==> config.mk <==
export PLATFORM = sky130hd
export DESIGN_NAME = yuv_capture_demux
export DESIGN_NICKNAME = d
export VERILOG_FILES = /design/src/rtl/yuv_capture_pkg.sv /design/src/rtl/capture_ctrl.sv /design/src/rtl/capture_datapath.sv /design/src/rtl/yuv_capture_demux.sv
export SDC_FILE = /design/constraint.sdc
export NUM_CORES = 1
export LEC_CHECK = 0
export BUFFER_PORTS_ARGS = -buffer_cell sky130_fd_sc_hd__buf_4
export CORE_UTILIZATION = 30
export DETAILED_ROUTE_END_ITERATION = 16
export SLEW_MARGIN = 25
export SYNTH_ARGS = -nofsm -noshare
export SYNTH_HDL_FRONTEND = slang
export SYNTH_SLANG_ARGS = --single-unit
==> constraint.sdc <==
create_clock -name clk -period 2.08 [get_ports clk]
set_input_delay 0.208 -clock clk [delete_from_list [all_inputs] [get_ports clk]]
set_output_delay 0.208 -clock clk [all_outputs]
set_load 0.01 [all_outputs]
==> src/rtl/yuv_capture_pkg.sv <==
package yuv_capture_pkg;

  localparam logic [7:0] CODE_LEAD = 8'hFF;
  localparam logic [7:0] CODE_ZERO = 8'h00;
  localparam int XY_FIELD_BIT = 6;
  localparam int XY_VBLANK_BIT = 5;
  localparam int XY_HEND_BIT = 4;

  typedef struct packed {
    logic lumaStb;
    logic cbStb;
    logic crStb;
    logic lineStb;
    logic fieldStb;
    logic fieldBit;
  } capStrobes_t;

endpackage

==> src/rtl/capture_ctrl.sv <==
module capture_ctrl
  import yuv_capture_pkg::*;
#(
  parameter int PIX_W = 11
) (
  input  logic             clk,
  input  logic             rstN,
  input  logic [7:0]       byteIn,
  input  logic             halfRes,
  input  logic [PIX_W-1:0] lineWidth,
  output capStrobes_t      stb,
  output logic [PIX_W-1:0] lumaIdxNext,
  output logic [PIX_W-1:0] chromaIdxNext
);

  localparam int HIST_LEN = 3;
  localparam logic [PIX_W-1:0] ONE = PIX_W'(1);

  logic [HIST_LEN-1:0][7:0] hist;
  logic                     active;
  logic [1:0]               phase;
  logic [PIX_W-1:0]         pairCnt;
  logic                     latHalf;
  logic [PIX_W-1:0]         latWidth;
  logic                     sawBlank;

  logic             codeSeen;
  logic             isOpen;
  logic             inData;
  logic [PIX_W-1:0] pixNow;
  logic             lumaKeep;
  logic             chromaKeep;
  logic             lastPix;

  always_comb begin
    codeSeen   = (hist[2] == CODE_LEAD) && (hist[1] == CODE_ZERO) && (hist[0] == CODE_ZERO);
    isOpen     = codeSeen && !byteIn[XY_HEND_BIT] && !byteIn[XY_VBLANK_BIT];
    inData     = active && !codeSeen;
    pixNow     = {pairCnt[PIX_W-2:0], phase[1]};
    lumaKeep   = inData && phase[0] && (!latHalf || !phase[1]);
    chromaKeep = inData && !phase[0] && (!latHalf || !pairCnt[0]);
    lastPix    = inData && phase[0] && (pixNow == latWidth - ONE);

    stb.lumaStb  = lumaKeep;
    stb.cbStb    = chromaKeep && !phase[1];
    stb.crStb    = chromaKeep && phase[1];
    stb.lineStb  = isOpen;
    stb.fieldStb = isOpen && sawBlank;
    stb.fieldBit = byteIn[XY_FIELD_BIT];

    lumaIdxNext   = latHalf ? pairCnt : pixNow;
    chromaIdxNext = latHalf ? (pairCnt >> 1) : pairCnt;
  end

  always_ff @(posedge clk or negedge rstN) begin
    if (!rstN) begin
      hist     <= '0;
      active   <= 1'b0;
      phase    <= 2'd0;
      pairCnt  <= '0;
      latHalf  <= 1'b0;
      latWidth <= '0;
      sawBlank <= 1'b1;
    end else begin
      hist <= {hist[1:0], byteIn};
      if (codeSeen) begin
        active  <= isOpen;
        phase   <= 2'd0;
        pairCnt <= '0;
        if (isOpen) begin
          latHalf  <= halfRes;
          latWidth <= lineWidth;
          sawBlank <= 1'b0;
        end else if (byteIn[XY_VBLANK_BIT]) begin
          sawBlank <= 1'b1;
        end
      end else if (active) begin
        phase <= phase + 2'd1;
        if (phase == 2'd3) pairCnt <= pairCnt + ONE;
        if (lastPix) active <= 1'b0;
      end
    end
  end

endmodule

==> src/rtl/capture_datapath.sv <==
module capture_datapath
  import yuv_capture_pkg::*;
#(
  parameter int PIX_W = 11,
  parameter int CHROMA_LANES = 2
) (
  input  logic                         clk,
  input  logic                         rstN,
  input  logic [7:0]                   byteIn,
  input  capStrobes_t                  stb,
  input  logic [PIX_W-1:0]             lumaIdxNext,
  input  logic [PIX_W-1:0]             chromaIdxNext,
  output logic                         lumaValid,
  output logic [7:0]                   lumaData,
  output logic [PIX_W-1:0]             lumaIdx,
  output logic [CHROMA_LANES-1:0]      chromaValid,
  output logic [CHROMA_LANES-1:0][7:0] chromaData,
  output logic [PIX_W-1:0]             chromaIdx,
  output logic                         lineStart,
  output logic                         fieldStart,
  output logic                         fieldId
);

  logic [CHROMA_LANES-1:0] laneStb;
  assign laneStb = {stb.crStb, stb.cbStb};

  always_ff @(posedge clk or negedge rstN) begin
    if (!rstN) begin
      lumaValid  <= 1'b0;
      lumaData   <= '0;
      lumaIdx    <= '0;
      chromaIdx  <= '0;
      lineStart  <= 1'b0;
      fieldStart <= 1'b0;
      fieldId    <= 1'b0;
    end else begin
      lumaValid  <= stb.lumaStb;
      lineStart  <= stb.lineStb;
      fieldStart <= stb.fieldStb;
      if (stb.lumaStb) begin
        lumaData <= byteIn;
        lumaIdx  <= lumaIdxNext;
      end
      if (|laneStb) chromaIdx <= chromaIdxNext;
      if (stb.lineStb) fieldId <= stb.fieldBit;
    end
  end

  for (genvar c = 0; c < CHROMA_LANES; c++) begin : g_lane
    logic       validQ;
    logic [7:0] dataQ;
    always_ff @(posedge clk or negedge rstN) begin
      if (!rstN) begin
        validQ <= 1'b0;
        dataQ  <= '0;
      end else begin
        validQ <= laneStb[c];
        if (laneStb[c]) dataQ <= byteIn;
      end
    end
    assign chromaValid[c] = validQ;
    assign chromaData[c]  = dataQ;
  end

endmodule

==> src/rtl/yuv_capture_demux.sv <==
module yuv_capture_demux
  import yuv_capture_pkg::*;
#(
  parameter int PIX_W = 11
) (
  input  logic             clk,
  input  logic             rstN,
  input  logic [7:0]       byteIn,
  input  logic             halfRes,
  input  logic [PIX_W-1:0] lineWidth,
  output logic             lumaValid,
  output logic [7:0]       lumaData,
  output logic [PIX_W-1:0] lumaIdx,
  output logic             cbValid,
  output logic [7:0]       cbData,
  output logic             crValid,
  output logic [7:0]       crData,
  output logic [PIX_W-1:0] chromaIdx,
  output logic             lineStart,
  output logic             fieldStart,
  output logic             fieldId
);

  capStrobes_t      stb;
  logic [PIX_W-1:0] lumaIdxNext;
  logic [PIX_W-1:0] chromaIdxNext;
  logic [1:0]       chromaValid;
  logic [1:0][7:0]  chromaData;

  capture_ctrl #(.PIX_W(PIX_W)) u_ctrl (
    .clk          (clk),
    .rstN         (rstN),
    .byteIn       (byteIn),
    .halfRes      (halfRes),
    .lineWidth    (lineWidth),
    .stb          (stb),
    .lumaIdxNext  (lumaIdxNext),
    .chromaIdxNext(chromaIdxNext)
  );

  capture_datapath #(.PIX_W(PIX_W), .CHROMA_LANES(2)) u_dp (
    .clk          (clk),
    .rstN         (rstN),
    .byteIn       (byteIn),
    .stb          (stb),
    .lumaIdxNext  (lumaIdxNext),
    .chromaIdxNext(chromaIdxNext),
    .lumaValid    (lumaValid),
    .lumaData     (lumaData),
    .lumaIdx      (lumaIdx),
    .chromaValid  (chromaValid),
    .chromaData   (chromaData),
    .chromaIdx    (chromaIdx),
    .lineStart    (lineStart),
    .fieldStart   (fieldStart),
    .fieldId      (fieldId)
  );

  assign cbValid = chromaValid[0];
  assign cbData  = chromaData[0];
  assign crValid = chromaValid[1];
  assign crData  = chromaData[1];

endmodule

==> results.cfg <==
[outcome]
status = completed

[worst_setup_path]
reg2reg_slack_ns = 0.01
cpPeakStageDelay_ns = 0.55
worst_ep_arrival_time_ns = 2.30
reg2reg_depth = 6
cp_num_cells = 6
r2r-start = u_ctrl.hist[11]
cp_top_family = simple AND/OR/NAND/NOR gates
r2r_end = u_dp.lumaData[3]
end_kind = register
crit_fanout = 9
worstPathCellList = or4b_4, nor3_4, buf_4, nand4b_2, buf_12, mux2_2
crit_required_ns = 2.31
slowest_stage = or4b_4
cp_num_buf_inv = 2
startpoint_type = register
crit_type = register to register

[synthesis]
syn_area_sq_um = 4280
ys_ff_latch = 103
ys_seq_area_share_pct = 60.2
ys.flop_type = dfrtp_1
async_flop_share_pct = 100
muxShareOfSynthArea_pct = 12.9
yosys.area_share.xor_xnor_pct = 4.91
synth_adder_area_share_pct = 0.877
synthCells = 338
synthSimpleGateAreaFrac_pct = 12.0
ys_types = 51
syn_avg_cell_area_sq_um = 12.7
synth_compound_area_share_pct = 5.82
synth_warnings = 0
synth_nets = 363
synth_top_family_by_area = multiplexers
synth_edf_count = 0

[min_path]
hold_depth = 1
hp-class = input port to register
worstHoldStart = byteIn[4]
min_to = u_ctrl.hist[4]

[routing]
dr_wl_met3_microns = 344
drc_errors = 0
top_layer = met4
routedWlPerCell_microns = 14.7
wl_met1_mm = 4.48
first_pass_iters = 4
vias = 2856
final_antenna_net_count = 0
drt_wl_total_mm = 9.03
dr_wl_met2_mm = 4.04
viasPerCell = 4.64
drt_iter0_drc = 102

[sta]
setup-violations-final = 0
drv_slew = 0
rsz0062_at_grt = true
maxSlewHeadroom_pct = 67.4
fmaxAchievable_mhz = 484
final_hold_viol_count = 0
whs_ns = 0.0127
period_share_pct = 99.3
clock_skew_ns = 0.00626
tightest_slew_ns = 0.489
min_period_ns = 2.07

[cts]
cts_buffer_depth = 2
clkSinkCount = 103
clkTransAtPathRegs_ns = 0.07
insertion_delay_ns = 0.34
cts-root-buf = clkbuf_16
htree_levels = 3
cts_tree = built
cts_buffers = 9

[grt]
grt_pass1_wl_mm = 14.8
grt_start_max_net_pins = 46
track_usage_pct = 13.1
grt_pass1_vias = 2929
overflow = 0
antenna_found_initial = 0

[die]
rows = 43
die_area_sq_um = 14800
core_sq_um = 13900
die_w_microns = 121
die_h_microns = 121
initial_core_util_pct = 30.8
pin_count = 74

[placement]
port_buffers = 73
hpwl_mm = 6.31
routabilityCongestion = 0.748

[cells_and_area]
fin_nets = 456
area_growth_pct = 32.0
final_core_util_pct = 40.7
antennaDiodeCount = 0
drive_above_1_share_pct = 36.0

[power]
ir_worst_vdd_uv = 397
p_leak_uw = 0.00270
p_per_area_nw_per_um2 = 694

[run]
cap_violations = 0
==> what timing repair did <==
item	4_1_cts	5_1_grt
hold buffers	7	0
setup endpoints to repair	15	51
cloned	0	2
buffers inserted	2	0
pin swaps	2	6
hold endpoints to repair	40	0
gates resized for setup	0	19
==> cell usage after synthesis, types with 3 or more instances <==
library cell,n,area (sq um)
xnor2_1,11,96.3
ha_1,3,37.5
clkbuf_1,12,45.0
or3_1,3,18.8
a21oi_1,6,30.0
dfrtp_1,102,2550
mux2_4,7,105
nor3_1,3,15.0
nand4_1,3,18.8
o2111ai_1,3,26.3
buf_2,4,20.0
xor2_1,13,114
nand3_1,4,20.0
nand2_1,34,128
mux2_2,30,338
mux2i_1,11,110
nand2b_1,3,18.8
o21ai_0,23,115
inv_1,7,26.3
and3_1,3,18.8
nor4_1,5,31.3
nor2_1,16,60.1
==> flip-flops by register name (all words and copies together) (netlist names) <==
register / flops
u_ctrl.sawBlank: 1
u_dp.g_lane.validQ: 2
u_dp.fieldId: 1
u_ctrl.pairCnt: 11
u_dp.fieldStart: 1
u_dp.lumaData: 8
u_ctrl.active: 1
u_dp.chromaIdx: 11
u_dp.lumaValid: 1
u_dp.lineStart: 1
u_ctrl.latWidth: 11
u_ctrl.hist: 24
u_ctrl.latHalf: 1
u_dp.g_lane.dataQ: 16
u_dp.lumaIdx: 11
u_ctrl.phase: 2
==> through the flow <==
stage / setup slack (ns) / std cells / instance area (sq um) / setup TNS (ns) / power (uW)
final: 0.0139 / 616 / 5650 / 0 / 3920
after global routing: -0.0642 / 616 / 5650 / -1.99 / 4070
after CTS: 0.000882 / 614 / 5520 / 0 / 3960
after detailed placement: -0.0771 / 589 / 5130 / -0.605 / 2280
after global placement: -0.0289 / 589 / 5130 / -0.173 / 2270
after floorplan: 0.0884 / 338 / 4280 / 0 / 2140
==> metal layers <==
metal | vias to the layer above | GRT usage, %
li1 | 1358 | -
met1 | 1412 | 17.8
met2 | 71 | 20.2
met3 | 15 | 2.68
met4 | 0 | 5.56
met5 | - | 0
==> logic make-up after synthesis <==
group,after synthesis
multiplexers,48
flip-flops,103
buffers and inverters,27
AO/OA/AOI/OAI,42
XOR/XNOR,24
adder cells (fa/ha/maj),3
AND/OR/NAND/NOR,91
==> cell type report <==
cell class / instances / area (sq um)
fillers: 1323 / 8230
flip-flops and latches: 103 / 2580
multi-input cells: 208 / 1640
repair buffers: 102 / 885
clock buffers: 10 / 239
well taps: 180 / 225
clock inverters: 6 / 57.6
inverters: 7 / 26.3
==> worst max-delay path by stage <==
stage,from,endpoint,slack [ns]
floorplan,u_ctrl.hist[9],u_ctrl.latHalf,0.09
global placement,u_ctrl.hist[9],u_ctrl.latWidth[3],-0.03
detailed placement,u_ctrl.hist[9],u_ctrl.latWidth[2],-0.08
CTS,u_ctrl.hist[0],u_ctrl.latWidth[2],0.0009
global route,u_ctrl.hist[11],u_dp.g_lane[1].dataQ[2],-0.06
finish,u_ctrl.hist[11],u_dp.lumaData[3],0.01
==> worst register-to-register path, delay by kind of cell (launching register included) <==
kind / cells / cell delay, ns
buffers and inverters: 2 / 0.31
AND/OR/NAND/NOR: 3 / 0.93
flip-flops: 1 / 0.38
multiplexers: 1 / 0.34
==> report_power, final <==
part	leakage, uW	internal [uW]	switching [uW]	total (uW)
clock network	0.000148	877	794	1670
logic	0.00123	92.5	86.0	179
registers	0.00132	2050	23.8	2070
total	0.00270	3020	903	3920
==> placed cells by master, fill, tap and decap left out, types with 2 or more instances in the layout <==
master         count
inv_1              7
nand4_1            3
inv_8              2
mux2i_1           11
buf_4             87
nor2_1            16
mux2_2            16
clkbuf_16         11
xor2_1            13
o2111ai_1          3
and3_1             3
or3_1              3
dfrtp_1          102
a21o_1             2
nor4_1             5
nor3_1             3
o21ai_0           23
nand2_1           34
o211ai_1           2
a21oi_1            6
dlygate4sd3_1      7
buf_12             5
inv_6              3
xnor2_1           11
ha_1               3
nand2b_1           3
mux2_4            21
nand3_1            4
(Power assumes the default switching activity.)
